--- config.mk ---
export PLATFORM = sky130hd
export DESIGN_NAME = disp_mux_top
export DESIGN_NICKNAME = d
export VERILOG_FILES = /design/src/rtl/disp_pkg.sv /design/src/rtl/disp_scan_timer.sv /design/src/rtl/disp_glyph_sel.sv /design/src/rtl/disp_seg_decode.sv /design/src/rtl/disp_mux_top.sv
export SDC_FILE = /design/constraint.sdc
export NUM_CORES = 1
export LEC_CHECK = 0
export BUFFER_PORTS_ARGS = -buffer_cell sky130_fd_sc_hd__buf_4
export CORE_AREA = 3 3 62 64
export DETAILED_ROUTE_END_ITERATION = 8
export DIE_AREA = 0 0 65 67
export GPL_ROUTABILITY_DRIVEN = 1
export MAX_ROUTING_LAYER = met4
export PLACE_DENSITY_LB_ADDON = 0.25
export REMOVE_ABC_BUFFERS = 1
export SLEW_MARGIN = 10
export SYNTH_ARGS = -nofsm -noshare
export SYNTH_HDL_FRONTEND = slang
export SYNTH_SLANG_ARGS = --single-unit
export TNS_END_PERCENT = 5
--- constraint.sdc ---
create_clock -name clk -period 3.14 [get_ports clk]
set_input_delay 0.628 -clock clk [delete_from_list [all_inputs] [get_ports clk]]
set_output_delay 0.628 -clock clk [all_outputs]
set_load 0.01 [all_outputs]
--- src/rtl/disp_pkg.sv ---
package disp_pkg;

  typedef logic [6:0] seg_t;

  typedef enum logic [2:0] {
    GL_DARK,
    GL_NUM,
    GL_ONE,
    GL_LET_O,
    GL_LET_F,
    GL_LET_L
  } glyph_kind_e;

  typedef struct packed {
    glyph_kind_e kind;
    logic [3:0]  value;
  } glyph_t;

  localparam seg_t SEG_ONE   = 7'h06;
  localparam seg_t SEG_LET_O = 7'h3F;
  localparam seg_t SEG_LET_F = 7'h71;
  localparam seg_t SEG_LET_L = 7'h38;
  localparam int   NUM_POS   = 4;

  function automatic seg_t bcd_pattern(input logic [3:0] v);
    seg_t p;
    case (v)
      4'd0: p = 7'h3F;
      4'd1: p = 7'h06;
      4'd2: p = 7'h5B;
      4'd3: p = 7'h4F;
      4'd4: p = 7'h66;
      4'd5: p = 7'h6D;
      4'd6: p = 7'h7D;
      4'd7: p = 7'h07;
      4'd8: p = 7'h7F;
      4'd9: p = 7'h6F;
      default: p = 7'h00;
    endcase
    return p;
  endfunction

endpackage

--- src/rtl/disp_scan_timer.sv ---
module disp_scan_timer #(
  parameter int SLOT_LOG2   = 8,
  parameter int BLANK_SHIFT = 5
) (
  input  logic       clk,
  input  logic       rst_n,
  output logic [1:0] slot,
  output logic       lit
);
  localparam int SLOT_CYC  = 1 << SLOT_LOG2;
  localparam int BLANK_CYC = SLOT_CYC >> BLANK_SHIFT;
  localparam int CW        = SLOT_LOG2 + 2;

  logic [CW-1:0]        cnt;
  logic [SLOT_LOG2-1:0] phase;

  always_ff @(posedge clk or negedge rst_n) begin
    if (!rst_n) cnt <= '0;
    else        cnt <= cnt + 1'b1;
  end

  assign slot  = cnt[CW-1 -: 2];
  assign phase = cnt[SLOT_LOG2-1:0];

  generate
    if (BLANK_CYC == 0) begin : g_nogap
      assign lit = 1'b1;
    end else begin : g_gap
      assign lit = (int'(phase) >= BLANK_CYC);
    end
  endgenerate

  // position advances by one (wrapping) after the last cycle of a slot
  a_r2_slot_step: assert property (@(posedge clk) disable iff (!rst_n)
    (int'(phase) == SLOT_CYC - 1) |=> (slot == $past(slot) + 2'd1));

  // the slot's first cycle is always inside the dark gap
  a_r3_gap_first: assert property (@(posedge clk) disable iff (!rst_n)
    (phase == '0 && BLANK_CYC > 0) |-> !lit);
endmodule

--- src/rtl/disp_glyph_sel.sv ---
module disp_glyph_sel
  import disp_pkg::*;
(
  input  logic [1:0] slot,
  input  logic [3:0] bcd_hund,
  input  logic [3:0] bcd_tens,
  input  logic [3:0] bcd_ones,
  input  logic       half_one,
  input  logic       ovf,
  output glyph_t     glyph
);
  always_comb begin
    glyph = '{kind: GL_DARK, value: 4'd0};
    unique case (slot)
      2'd0: begin
        if (!ovf && half_one) glyph.kind = GL_ONE;
      end
      2'd1: begin
        if (ovf) glyph.kind = GL_LET_O;
        else     glyph = '{kind: GL_NUM, value: bcd_hund};
      end
      2'd2: begin
        if (ovf) glyph.kind = GL_LET_F;
        else     glyph = '{kind: GL_NUM, value: bcd_tens};
      end
      default: begin
        if (ovf) glyph.kind = GL_LET_L;
        else     glyph = '{kind: GL_NUM, value: bcd_ones};
      end
    endcase
  end
endmodule

--- src/rtl/disp_seg_decode.sv ---
module disp_seg_decode
  import disp_pkg::*;
(
  input  glyph_t glyph,
  output seg_t   seg
);
  always_comb begin
    unique case (glyph.kind)
      GL_NUM:   seg = bcd_pattern(glyph.value);
      GL_ONE:   seg = SEG_ONE;
      GL_LET_O: seg = SEG_LET_O;
      GL_LET_F: seg = SEG_LET_F;
      GL_LET_L: seg = SEG_LET_L;
      default:  seg = 7'h00;
    endcase
  end
endmodule

--- src/rtl/disp_mux_top.sv ---
module disp_mux_top
  import disp_pkg::*;
#(
  parameter int SLOT_LOG2   = 8,
  parameter int BLANK_SHIFT = 5
) (
  input  logic       clk,
  input  logic       rst_n,
  input  logic [3:0] bcd_hund,
  input  logic [3:0] bcd_tens,
  input  logic [3:0] bcd_ones,
  input  logic       half_one,
  input  logic       sign_pos,
  input  logic       ovf,
  output logic [6:0] seg,
  output logic [3:0] dig_en,
  output logic       sign_led
);
  logic [1:0] slot;
  logic       lit;
  glyph_t     glyph;
  seg_t       seg_c;
  logic [NUM_POS-1:0] en_c;
  logic       armed;

  disp_scan_timer #(.SLOT_LOG2(SLOT_LOG2), .BLANK_SHIFT(BLANK_SHIFT)) u_timer (
    .clk(clk), .rst_n(rst_n), .slot(slot), .lit(lit));

  disp_glyph_sel u_sel (
    .slot(slot), .bcd_hund(bcd_hund), .bcd_tens(bcd_tens), .bcd_ones(bcd_ones),
    .half_one(half_one), .ovf(ovf), .glyph(glyph));

  disp_seg_decode u_dec (.glyph(glyph), .seg(seg_c));

  generate
    for (genvar i = 0; i < NUM_POS; i++) begin : g_en
      assign en_c[i] = lit && (int'(slot) == NUM_POS - 1 - i);
    end
  endgenerate

  always_ff @(posedge clk or negedge rst_n) begin
    if (!rst_n) begin
      seg      <= '0;
      dig_en   <= '0;
      sign_led <= 1'b0;
      armed    <= 1'b0;
    end else begin
      seg      <= lit ? seg_c : 7'h00;
      dig_en   <= en_c;
      sign_led <= sign_pos;
      armed    <= 1'b1;
    end
  end

  // never more than one position driven
  a_r2_one_digit: assert property (@(posedge clk) disable iff (!rst_n)
    $onehot0(dig_en));

  // segments are dark whenever no position is enabled
  a_r3_dark_gap: assert property (@(posedge clk) disable iff (!rst_n)
    (dig_en == 4'b0000) |-> (seg == 7'h00));

  // overflow shows F in the tens position
  a_r7_letter_f: assert property (@(posedge clk) disable iff (!rst_n)
    (armed && $past(ovf) && dig_en[1]) |-> (seg == 7'h71));

  // half-digit position only ever shows "1" or nothing
  a_r6_half_glyph: assert property (@(posedge clk) disable iff (!rst_n)
    dig_en[3] |-> (seg == 7'h06 || seg == 7'h00));

  // polarity indicator follows input one edge later
  a_r8_sign_follow: assert property (@(posedge clk) disable iff (!rst_n)
    armed |-> (sign_led == $past(sign_pos)));
endmodule

# Word-level counts from Yosys, hierarchy flattened
# Memory sizes are Yosys's and may differ from the RTL's.
# Cells that the tools add are included.
[totals]
latchBits = 0
mem_bits_rw = 0
romBits = 112
ff_bits = 22
memories = 1
output_inout_bits = 12
elab_cells = 36
[classes]
muxes = 11
n_div = 0
bitwise = 0
eq_ne = 10
mul = 0
n_reduce_logical = 8
add_sub_neg = 1
n_shift = 0
n_lt_le_gt_ge = 1
[mem_list]
columns = ["memory", "depth", "word_bits", "read_ports", "rd_ports_with_merged_regs", "wr", "line", "rtl"]
rows = [
  ["(no name shown)", 16, 7, 1, 0, 0, "disp_pkg.sv:27", "case (v)"],
]
[ops]
columns = ["cell", "n"]
rows = [
  ["$pmux 7 s5", 1],
  ["$mux 4", 3],
  ["$pmux 4 s3", 1],
  ["$add 10x1->10 const B", 1],
  ["$pmux 3 s3", 1],
  ["$ge 8x4->1 const B", 1],
  ["$mux 7", 1],
  ["$eq 2x2->1 const B", 3],
  ["$eq 3x2->1 const B", 2],
  ["$eq 3x3->1 const B", 2],
  ["$mux 3", 2],
  ["$logic_and 1x1->1", 5],
  ["$eq 2x1->1 const B", 2],
  ["$logic_not 2->1", 2],
  ["$mux 2", 2],
  ["$eq 3x1->1 const B", 1],
  ["$logic_not 1->1", 1],
]

# Longest topological paths before layout
# Gate-level depths: netlist of run 1.
[logic_depth]
word_depth = 7
ltp_mapped = 10

# Modules after synthesis
# From an unflattened synthesis of run 1, not the netlist that was laid out.
[unflattened]
cells_unflattened = 116
area_unflattened_um2 = 1249.9
[by_module_without_submodules]
columns = ["mod", "n_inst", "cells_each", "area_each_um2"]
rows = [
  ["disp_scan_timer", 1, 36, 432.9],
  ["disp_mux_top", 1, 24, 400.4],
  ["disp_seg_decode", 1, 36, 272.8],
  ["disp_glyph_sel", 1, 20, 143.9],
]

# Worst setup path after synthesis of run 1
# No wires, ideal clock.
[synth_timing]
path_kind = "input to register"
start = "input ovf"
end = "register seg[5]"
stages = 8
arrival_time_ns = 2.335
path_slack_ns = 0.738
required_time_ns = 3.073
path_cell_list = "clkbuf_1 buf_2 a21o_1 inv_1 ha_1 or4_1 nand4_1 o2111a_1"
[synth_via]
elab_chain_cells = 7
[synth_rtl]
columns = ["item", "line", "rtl"]
rows = [
  ["start: declaration", "disp_mux_top.sv:14", "input logic ovf,"],
  ["parallel branches: the longest is 5 deep, another holds $mem_v2 16x7", "n/a", ""],
  ["$pmux 7 s5 (*)", "disp_seg_decode.sv:8", "unique case (glyph.kind)"],
  ["$mux 7 (*)", "disp_mux_top.sv:48", "seg <= lit ? seg_c : 7'h00;"],
  ["end signal: assignment", "disp_mux_top.sv:48", ""],
  ["end: declaration", "disp_mux_top.sv:15", "output logic [6:0] seg,"],
]
# Mark *: on every way between the ends.

# Worst setup path in the final report of run 1
[layout_timing]
start = "register u_timer.cnt[8]"
end = "register seg[5]"
[layout_via]
elab_chain_cells = 5
[layout_rtl]
columns = ["item", "line", "rtl"]
rows = [
  ["start: declaration", "disp_scan_timer.sv:14", "logic [CW-1:0] cnt;"],
  ["start signal: assignment", "disp_scan_timer.sv:19", "else cnt <= cnt + 1'b1;"],
  ["$eq 2x2->1 (tied with other cells)", "disp_glyph_sel.sv:14", "unique case (slot)"],
  ["$pmux 4 s3 or $pmux 3 s3 (tied branches)", "disp_glyph_sel.sv:14", ""],
  ["$mem_v2 16x7 (tied with other cells)", "n/a", ""],
  ["$pmux 7 s5 (*)", "disp_seg_decode.sv:8", ""],
  ["$mux 7 (*)", "disp_mux_top.sv:48", ""],
]
# Every way passes the cells marked *; elsewhere a longest branch is shown, timed or not.

==> results of run 1 <==
## metrics by stage
| stage | util | worst slack (ps) | power (µW) |
|---|---|---|---|
| after detailed placement | 0.477 | 728 | 330 |
| after floorplan | - | 791 | 302 |
| final | 0.487 | 823 | 475 |
| after global placement | 0.477 | 781 | 329 |
| after global routing | 0.487 | 716 | 499 |
| after CTS | 0.487 | 839 | 482 |
## per-layer routing
metal | share of wire | vias to the layer above | track usage
met5 | 0 | - | -
met4 | 0.0029 | 0 | 0.0158
met3 | 0.055 | 2 | 0.0388
met2 | 0.48 | 35 | 0.227
met1 | 0.46 | 518 | 0.184
li1 | - | 516 | -
## state kept, by name, indices dropped and copies added, names as in the netlist
| register | count |
|---|---|
| u_timer.cnt | 10 |
| seg | 7 |
| dig_en | 4 |
| sign_led | 1 |
## worst reg2reg max path, stage by stage, from the launching register on
cell,delay (ps)
dfrtp_1,370
buf_4,210
mux2_1,340
nand2_1,80
a21o_1,190
inv_1,90
ha_1,220
or4_1,460
nand4_1,110
o2111a_1,190
## cell usage after synthesis, types with 2 or more instances
| library cell | n |
|---|---|
| o311a_1 | 2 |
| xnor2_1 | 5 |
| nand2_1 | 7 |
| nor2_1 | 10 |
| nand3_1 | 2 |
| and3_1 | 3 |
| o22ai_1 | 2 |
| a211oi_2 | 2 |
| ha_1 | 7 |
| mux2_1 | 2 |
| nor3_1 | 4 |
| dfrtp_1 | 22 |
| a21o_1 | 2 |
| inv_1 | 4 |
| nand4_1 | 4 |
| xor2_1 | 4 |
| buf_2 | 4 |
| o211ai_1 | 2 |
| mux2i_1 | 5 |
| a21oi_1 | 5 |
| a221oi_2 | 2 |
| nor2b_1 | 2 |
| or4_1 | 2 |
## cell families (layout without fill, tap and decap cells)
logic type      count (synthesis)  count (layout)
flops                          22              22
mux                             8               8
buf+inv                        11              40
simple gates                   41              41
fa+ha+maj                       7               7
xor+xnor                        9               9
compound gates                 28              28
## final cells by class
type                            instances  share of cell area
Multi-Input combinational cell         93               0.449
Sequential cell                        22               0.338
Timing Repair Buffer                   31               0.143
Tap cell                               46              0.0354
Clock buffer                            4              0.0223
Inverter                                5              0.0115
## report_power, final
group          internal [µW]  switching (µW)  total, µW  leakage, µW
registers                284           0.384        285     0.000285
logic                   20.3            18.5       38.8     0.000451
clock network           70.7            80.2        151    0.0000210
total                    376            99.1        475     0.000756
## cells in the final DEF, fill, tap and decap left out, types with 2 or more instances in the layout
cell | netlist | routed
buf_4 | 0 | 31
a211oi_2 | 2 | 2
inv_1 | 4 | 4
nor2b_1 | 2 | 2
o22ai_1 | 2 | 2
o211ai_1 | 2 | 2
nand4_1 | 4 | 4
mux2i_1 | 5 | 5
mux2_1 | 2 | 2
nand2_1 | 7 | 7
or4_1 | 2 | 2
xnor2_1 | 5 | 5
ha_1 | 7 | 7
a21oi_1 | 5 | 5
nand3_1 | 2 | 2
xor2_1 | 4 | 4
clkbuf_4 | 0 | 3
dfrtp_1 | 22 | 22
a221oi_2 | 2 | 2
o311a_1 | 2 | 2
nor2_1 | 10 | 10
and3_1 | 3 | 3
a21o_1 | 2 | 2
nor3_1 | 4 | 4
## worst paths after layout
check,from,cells after the start,slack (ps),to
worst min register to register,u_timer.cnt[3],1,490,u_timer.cnt[3]
worst max-delay path,u_timer.cnt[8],9,820,seg[5]
worst min-delay path,rst_n,1,190,sign_led
worst max register to register,u_timer.cnt[8],9,820,seg[5]
max in group asynchronous,rst_n,1,2740,u_timer.cnt[1]
min in group clk,sign_pos,1,430,sign_led
==> summary.md, run 1 <==
| Metric | Value |
|---|---|
| Total GRT Usage | 0.141 |
| Post-route insts no fill | roughly 200 |
| DRT Pass-1 Iters | 4 |
| Port-buffer cells | 28 |
| Slowest cell on the critical path | or4_1 |
| RSZ-0062 raised after global routing | false |
| Synth Area in Simple Gates | 0.165 |
| Period minus WS final | ~2300 ps |
| Flops & latches, synth | 22 |
| Starting Density | 0.400 |
| Synth area leaders | dfrtp_1 41%, ha_1 6.6%, mux2i_1 3.7% |
| Die H | around 67 µm |
| DRC Markers | 0 |
| Vias in the first global route | approximately 1,000 |
| Share of cells above drive strength 1 | 0.297 |
| Min-delay worst type | in -> async |
| Drt first-iter violations | 72 |
| Reg clk slew, reported paths | between 100 and 150 ps |
| EDFF count, synth | 0 |
| Hold_buf cts | 0 |
| Compound-cell area share of the yosys netlist | 0.192 |
| Row count | 21 |
| Fillcell total | ~320 |
| CTS root buffer | clkbuf_4 |
| Crit path capture type | flop |
| First-pass GRT wire length | 4.77 mm |
| Main combinational cell family by area after synthesis | compound AO/OA/AOI/OAI gates |
| Hold Fails Final Rpt | 0 |
| CTS tree | built |
| Top FF cell, synth | dfrtp_1 |
| Multi-input logic area | roughly 730 µm² |
| Diode count | 0 |
| GRT overflow | 0 |
| Post-synthesis adder-cell area fraction | 0.0656 |
| Nets@finish | 180 |
| Synth Instances | around 130 |
| Post-synth ARST share | 1.00 |
| Setup Buffers After CTS | 0 |
| Routability congestion estimate | approximately 0.9 |
| CP Class | reg -> reg |
| Clock Latency Late Sink | 300 ps |
| Worst stage delay on the critical path | 460 ps |
| Syn-to-layout area delta | 21.8% |
| Synthesized cell area | approximately 1300 µm² |
| Worst path cell trace | buf_4 > mux2_1 > nand2_1 > a21o_1 > inv_1 > ha_1 > or4_1 > nand4_1 > o2111a_1 |
| Placed Area | roughly 1600 µm² |
| Final Skew | 2.46 ps |
| Design Area, Final | approximately 1600 µm² |
| CTS Sinks | 22 |
| Peak Freq | about 430 MHz |
| Setup_tns | 0 ps |
| Yosys top cell by area | dfrtp_1 |
| Startpoint types | flop |
| Top Ports | 29 |
| Inst Count DP | just under 200 |
| CP arrival | 2560 ps |
| Die ar. | between 4000 and 5000 µm² |
| Core Region | 3340 µm² |
| Total of max-cap violations | 0 |
| Post-DRT Antenna Nets | 0 |
| Vias/cell | roughly 5.3 |
| Hold WS | 188 ps |
| Storage cell area | approximately 550 µm² |
| Initial antenna violation count | 0 |
| Via count | 1,071 |
| Worst Path Buf+Inv | 2 |
| Final wirelength | 2.77 mm |
| Die W | roughly 65 µm |
| Status | completed |
| Clock Tree Buf Depth | 2 |
| Relative slew slack | 0.751 |
| Sequential share of the synthesized area | 0.412 |
| Post-CTS Resized | 0 |
| Finish-stage setup viols | 0 |
| Synth top area share | 0.412 |
| Slew @ Worst Pin | 364 ps |
| Static Leakage | ~0.00076 µW |
| CP required | roughly 3400 ps |
| XOR/XNOR share of the synthesized area | 0.0590 |
| Worst Path Max Fanout | 13 |
| Count of different cell masters after synthesis | 45 |
| H-tree levels | 1 |
| Wire length per cell | approximately 14 µm |
| CTS buffer count | 3 |
| Warning count from the yosys run | 0 |
| Final Max Slew Viols | 0 |
| Delay-heaviest family, CP | simple AND/OR/NAND/NOR gates |
| Period utilisation layout | 0.738 |
| Maximum vdd drop | 0.000191 V |
| HPWL Detailed | between 2 and 2.5 mm |
| PwrDens | 292 nW/µm² |
| Syn avg cell area | roughly 11 µm² |
| Post-synthesis mux area share | 0.0656 |
| Pin count of the biggest net entering global routing | 23 |
(Power assumes the default switching activity.)
==> run 2: changes to the inputs <==
==> constraint.sdc (replaced) <==
create_clock -name clk -period 2 [get_ports clk]
set_input_delay 0.4 -clock clk [delete_from_list [all_inputs] [get_ports clk]]
set_output_delay 0.4 -clock clk [all_outputs]
set_load 0.01 [all_outputs]
==> summary.md, run 2 (synthesis results as in run 1) <==
| Metric | Value |
|---|---|
| Most common cell after layout, fill and taps aside | buf_4 |
| Peak Freq | 497 MHz |
| CTS root buffer | clkbuf_4 |
| Clock Latency Late Sink | slightly above 300 ps |
| Slack of the critical path | -11.7 ps |
| Port-buffer cells | 28 |
| DRC Markers | 0 |
| Setup_tns | -11.7 ps |
| CTS buffer count | 3 |
| Initial antenna violation count | 0 |
| Final wirelength | approximately 2.9 mm |
| Share of cells above drive strength 1 | 0.412 |
| Core Region | about 3300 µm² |
| Wire length per cell | 13.3 µm |
| CP arrival | 2260 ps |
| Total GRT Usage | 0.148 |
| Nets@finish | 195 |
| Total of max-cap violations | 0 |
| Commonest cells after routing, fill and taps aside | 44 x buf_4, 20 x dfrtp_1, 10 x nor2_1 |
| Fin util | 0.535 |
| Pin count of the biggest net entering global routing | 23 |
| Syn-to-layout area delta | 33.7% |
| Status | finished with violations |
| Hold Fails Final Rpt | 0 |
| Worst Path Buf+Inv | 1 |
| Static Leakage | roughly 0.00083 µW |
| CP Class | reg -> reg |
| Clock Tree Buf Depth | 2 |
| Worst stage delay on the critical path | 470 ps |
| Vias in the first global route | around 1,000 |
| Period utilisation layout | 1.01 |
| Delay-heaviest family, CP | simple AND/OR/NAND/NOR gates |
| R2R setup slack | -10 ps |
| Die W | ~65 µm |
| Reg clk slew, reported paths | roughly 120 ps |
| Final Skew | approximately 1.6 ps |
| PwrDens | roughly 480 nW/µm² |
| Fillcell total | between 200 and 300 |
| RSZ-0062 raised after global routing | true |
| Finish-stage setup viols | 1 |
| Most flops, register | u_timer.cnt |
| Via count | roughly 1,100 |
| Drt first-iter violations | 40 |
| Worst path cell trace | mux2_4 > nand2_2 > a21o_1 > inv_2 > ha_2 > or4_1 > nand4_1 > o2111a_1 |
| CP required | about 2300 ps |
| Row count | 21 |
| HPWL Detailed | about 2.2 mm |
| Die H | 67 µm |
| Final Max Slew Viols | 0 |
| H-tree levels | 1 |
| DRT Pass-1 Iters | 4 |
| CTS tree | built |
| Starting Density | 0.400 |
| CTS Sinks | 22 |
| Slew @ Worst Pin | approximately 400 ps |
| Die ar. | between 4000 and 5000 µm² |
| Routability congestion estimate | 0.896 |
| Vias/cell | around 5.1 |
| GRT overflow | 0 |
| First-pass GRT wire length | between 4 and 5 mm |
| Startpoint types | flop |
| Period minus WS final | ~2000 ps |
| Relative slew slack | 0.729 |
| Crit path capture type | flop |
| Largest regs | u_timer.cnt x10, seg x7, dig_en x4 |
| Number of flip-flops under the largest register name | 10 |
| Post-DRT Antenna Nets | 0 |
| Min-delay worst type | in -> reg |
| Diode count | 0 |
| Worst Path Max Fanout | 3 |
| Slowest cell on the critical path | or4_1 |
| Failing checks | negative setup slack |
| Top Ports | 29 |
| Maximum vdd drop | around 0.00034 V |
==> run 2: cell types whose count changed in the layout (fill, tap and decap cells not counted), sizes merged <==
cell	previous run	this run
buf	31	45
bufinv	0	1
clkbuf	4	3
dlygate4sd3	0	1
==> run 2: through the flow <==
step	std cells	cell area, µm²	worst slack, ps	hold slack (ps)	power (µW)
after detailed placement	209	1680	-82.2	302	520
after CTS	216	1770	-32.6	187	860
final	216	1790	-11.7	192	852
after global placement	209	1680	-36.8	296	519
after global routing	216	1790	-83.3	164	893
after floorplan	120	1300	-349	104	473
==> run 2: path summary, 6_finish.rpt <==
kind	startpoint	end	cells past startpoint
min	sign_pos	sign_led	1
max reg2reg	u_timer.cnt[8]	seg[5]	8
min in group asynchronous	rst_n	sign_led	2
max	u_timer.cnt[8]	seg[5]	8
max in group asynchronous	rst_n	u_timer.cnt[9]	2
min reg2reg	u_timer.cnt[2]	u_timer.cnt[2]	1
==> run 2: metal layers <==
metal  part of all wire  global-route usage  up-vias
met5                  0                   -        -
met4             0.0038             0.00792        0
met3              0.053              0.0422        2
met2               0.44               0.225       26
met1               0.51               0.207      523
li1                   -                   -      551
==> run 2: repair_timing <==
item	CTS	global route
setup endpoints to repair	2	5
hold buffers	1	0
pin swaps	3	2
hold endpoints to repair	22	0
buffers inserted	2	0
resized for setup	4	7
==> run 2: power by group <==
part           internal, µW  total [µW]  switching (µW)
combinational          36.3        68.0            31.7
sequential              447         447           0.622
clock                   203         337             134
total                   686         852             167
==> run 2: worst register-to-register path: stages, from the launching register on <==
cell	delay [ps]
dfrtp_2	460
mux2_4	310
nand2_2	70
a21o_1	150
inv_2	50
ha_2	180
or4_1	470
nand4_1	110
o2111a_1	180
==> run 2: cell type report <==
cell class | instances | area (µm²) | share of cell area
Multi-Input combinational cell | 93 | 752 | 0.421
Sequential cell | 22 | 553 | 0.310
Timing Repair Buffer | 46 | 352 | 0.197
Tap cell | 46 | 57.6 | 0.0322
Clock inverter | 1 | 30.0 | 0.0168
Clock buffer | 3 | 22.5 | 0.0126
Inverter | 5 | 18.8 | 0.0105
==> run 3: changes to the inputs <==
--- a/config.mk
+++ b/config.mk
@@ -6,9 +6,9 @@
 export NUM_CORES = 1
 export LEC_CHECK = 0
 export BUFFER_PORTS_ARGS = -buffer_cell sky130_fd_sc_hd__buf_4
-export CORE_AREA = 3 3 62 64
+export CORE_AREA = 3 3 79 51
 export DETAILED_ROUTE_END_ITERATION = 8
-export DIE_AREA = 0 0 65 67
+export DIE_AREA = 0 0 82 54
 export GPL_ROUTABILITY_DRIVEN = 1
 export MAX_ROUTING_LAYER = met4
 export PLACE_DENSITY_LB_ADDON = 0.25
==> summary.md, run 3 (synthesis results as in run 1) <==
| Metric | Value |
|---|---|
| Hold Fails Final Rpt | 0 |
| CP Class | reg -> reg |
| Reg-to-reg startpoint | u_timer.cnt[8] |
| Total of max-cap violations | 0 |
| CP arrival | around 2200 ps |
| Initial antenna violation count | 0 |
| H-tree levels | 1 |
| HPWL Detailed | roughly 2.5 mm |
| Pre-CTS setup slack | -80.6 ps |
| Commonest cells after routing, fill and taps aside | 43 x buf_4, 22 x dfrtp_1, 10 x nor2_1 |
| Period minus WS final | roughly 2000 ps |
| CTS Sinks | 22 |
| Row count | 16 |
| Peak Freq | roughly 500 MHz |
| Status | finished with violations |
| DRT Pass-1 Iters | 4 |
| Top Ports | 29 |
| Pin count of the biggest net entering global routing | 23 |
| Hold_buf cts | 0 |
| Slack of the critical path | -4.61 ps |
| Post-route insts no fill | approximately 210 |
| Failing checks | negative setup slack |
| Worst Path Max Fanout | 5 |
| CTS root buffer | clkbuf_8 |
| Most flops, register | u_timer.cnt |
| Vias/cell | around 5.3 |
| Startpoint types | flop |
| Fillcell total | between 200 and 300 |
| Most common cell after layout, fill and taps aside | buf_4 |
| Die H | ~54 µm |
| Core Region | roughly 3300 µm² |
| Final wirelength | about 3.3 mm |
| Static Leakage | approximately 0.00084 µW |
| Wire length per cell | 15.4 µm |
| Nets@finish | between 150 and 200 |
| Maximum vdd drop | roughly 0.00040 V |
| GRT overflow | 0 |
| Syn-to-layout area delta | 34.7% |
| CTS tree | built |
| R2R Path End | seg[5] |
| Slew @ Worst Pin | around 430 ps |
| Relative slew slack | 0.715 |
| CTS buffer count | 3 |
| Diode count | 0 |
| CP required | approximately 2200 ps |
| Starting Density | 0.407 |
| Share of cells above drive strength 1 | 0.393 |
| Post-DRT Antenna Nets | 0 |
| RSZ-0062 raised after global routing | true |
| Final Power | 920 µW |
| Min-delay worst type | in -> async |
| Period utilisation layout | 1.00 |
| Die W | approximately 82 µm |
| Routability congestion estimate | 0.943 |
| Finish-stage setup viols | 1 |
| Vias in the first global route | 1,047 |
| Clock Latency Late Sink | around 260 ps |
| Final Max Slew Viols | 0 |
| Largest regs | u_timer.cnt x10, seg x7, dig_en x4 |
| R2R setup slack | -5 ps |
| Total GRT Usage | 0.162 |
| Reg clk slew, reported paths | 80 ps |
| Clock Tree Buf Depth | 2 |
| Via count | about 1,100 |
| Reg2reg path depth | 8 |
| Drt first-iter violations | around 160 |
| Port-buffer cells | 28 |
| DRC Markers | 0 |
| Inst Count DP | 208 |
| Final Skew | just over 0.8 ps |
| PwrDens | 512 nW/µm² |
| First-pass GRT wire length | ~5.1 mm |
| Crit path capture type | flop |
| Number of flip-flops under the largest register name | 10 |
| Die ar. | ~4400 µm² |
-- run 3: final cells by class --
cell class / count / area [µm²] / area share
Multi-Input combinational cell: 93 / 767 / 0.427
Sequential cell: 22 / 551 / 0.306
Timing Repair Buffer: 44 / 334 / 0.186
Tap cell: 45 / 56.3 / 0.0313
Clock buffer: 3 / 41.3 / 0.0230
Clock inverter: 1 / 30.0 / 0.0167
Inverter: 5 / 18.8 / 0.0104
-- run 3: stage by stage --
step                      hold slack [ps]  TNS, ps  utilization  area [µm²]
after floorplan                       104     -489            -        1300
after global placement                298    -58.3        0.511        1680
after detailed placement              304    -91.0        0.511        1680
after CTS                            20.0        0        0.540        1770
after global routing                 19.2     -229        0.548        1800
final                                12.1    -4.61        0.548        1800
-- run 3: worst max-delay path: stages, from the launching register on --
cell and delay [ps]:
dfrtp_1 420, buf_6 150, mux2i_2 220, a211oi_2 100, buf_4 160, ha_2 170
or4_1 460, nand4_1 110, o2111a_1 160
-- run 3: where the power goes --
group          switching (µW)  internal [µW]
Clock                     138            267
Combinational            32.7           35.3
Sequential              0.669            446
-- run 3: layer usage --
layer  vias to the layer above  global-route usage  routed length (µm)
li1                        549                   -                   -
met1                       531               0.238                1560
met2                        51               0.213                1340
met3                         4              0.0585                 339
met4                         0              0.0249                  29
met5                         -                   -                   0
-- run 3: how the worst max path moves through the flow --
| stage | startpoint | to | slack [ps] | depth (start not counted) |
|---|---|---|---|---|
| finish | u_timer.cnt[8] | seg[5] | -5 | 8 |
| global route | u_timer.cnt[8] | seg[5] | -110 | 8 |
| CTS | u_timer.cnt[8] | seg[5] | 4 | 8 |
| detailed placement | bcd_ones[0] | seg[5] | -80 | 11 |
| global placement | bcd_ones[0] | seg[5] | -50 | 9 |
| floorplan | u_timer.cnt[8] | seg[5] | -350 | 8 |
-- run 3: timing repair --
action                                  4_1_cts  5_1_grt
setup buffers                                 1        0
resized for setup                             4        4
endpoints found under the setup margin        2        3
pin swaps                                     2        1
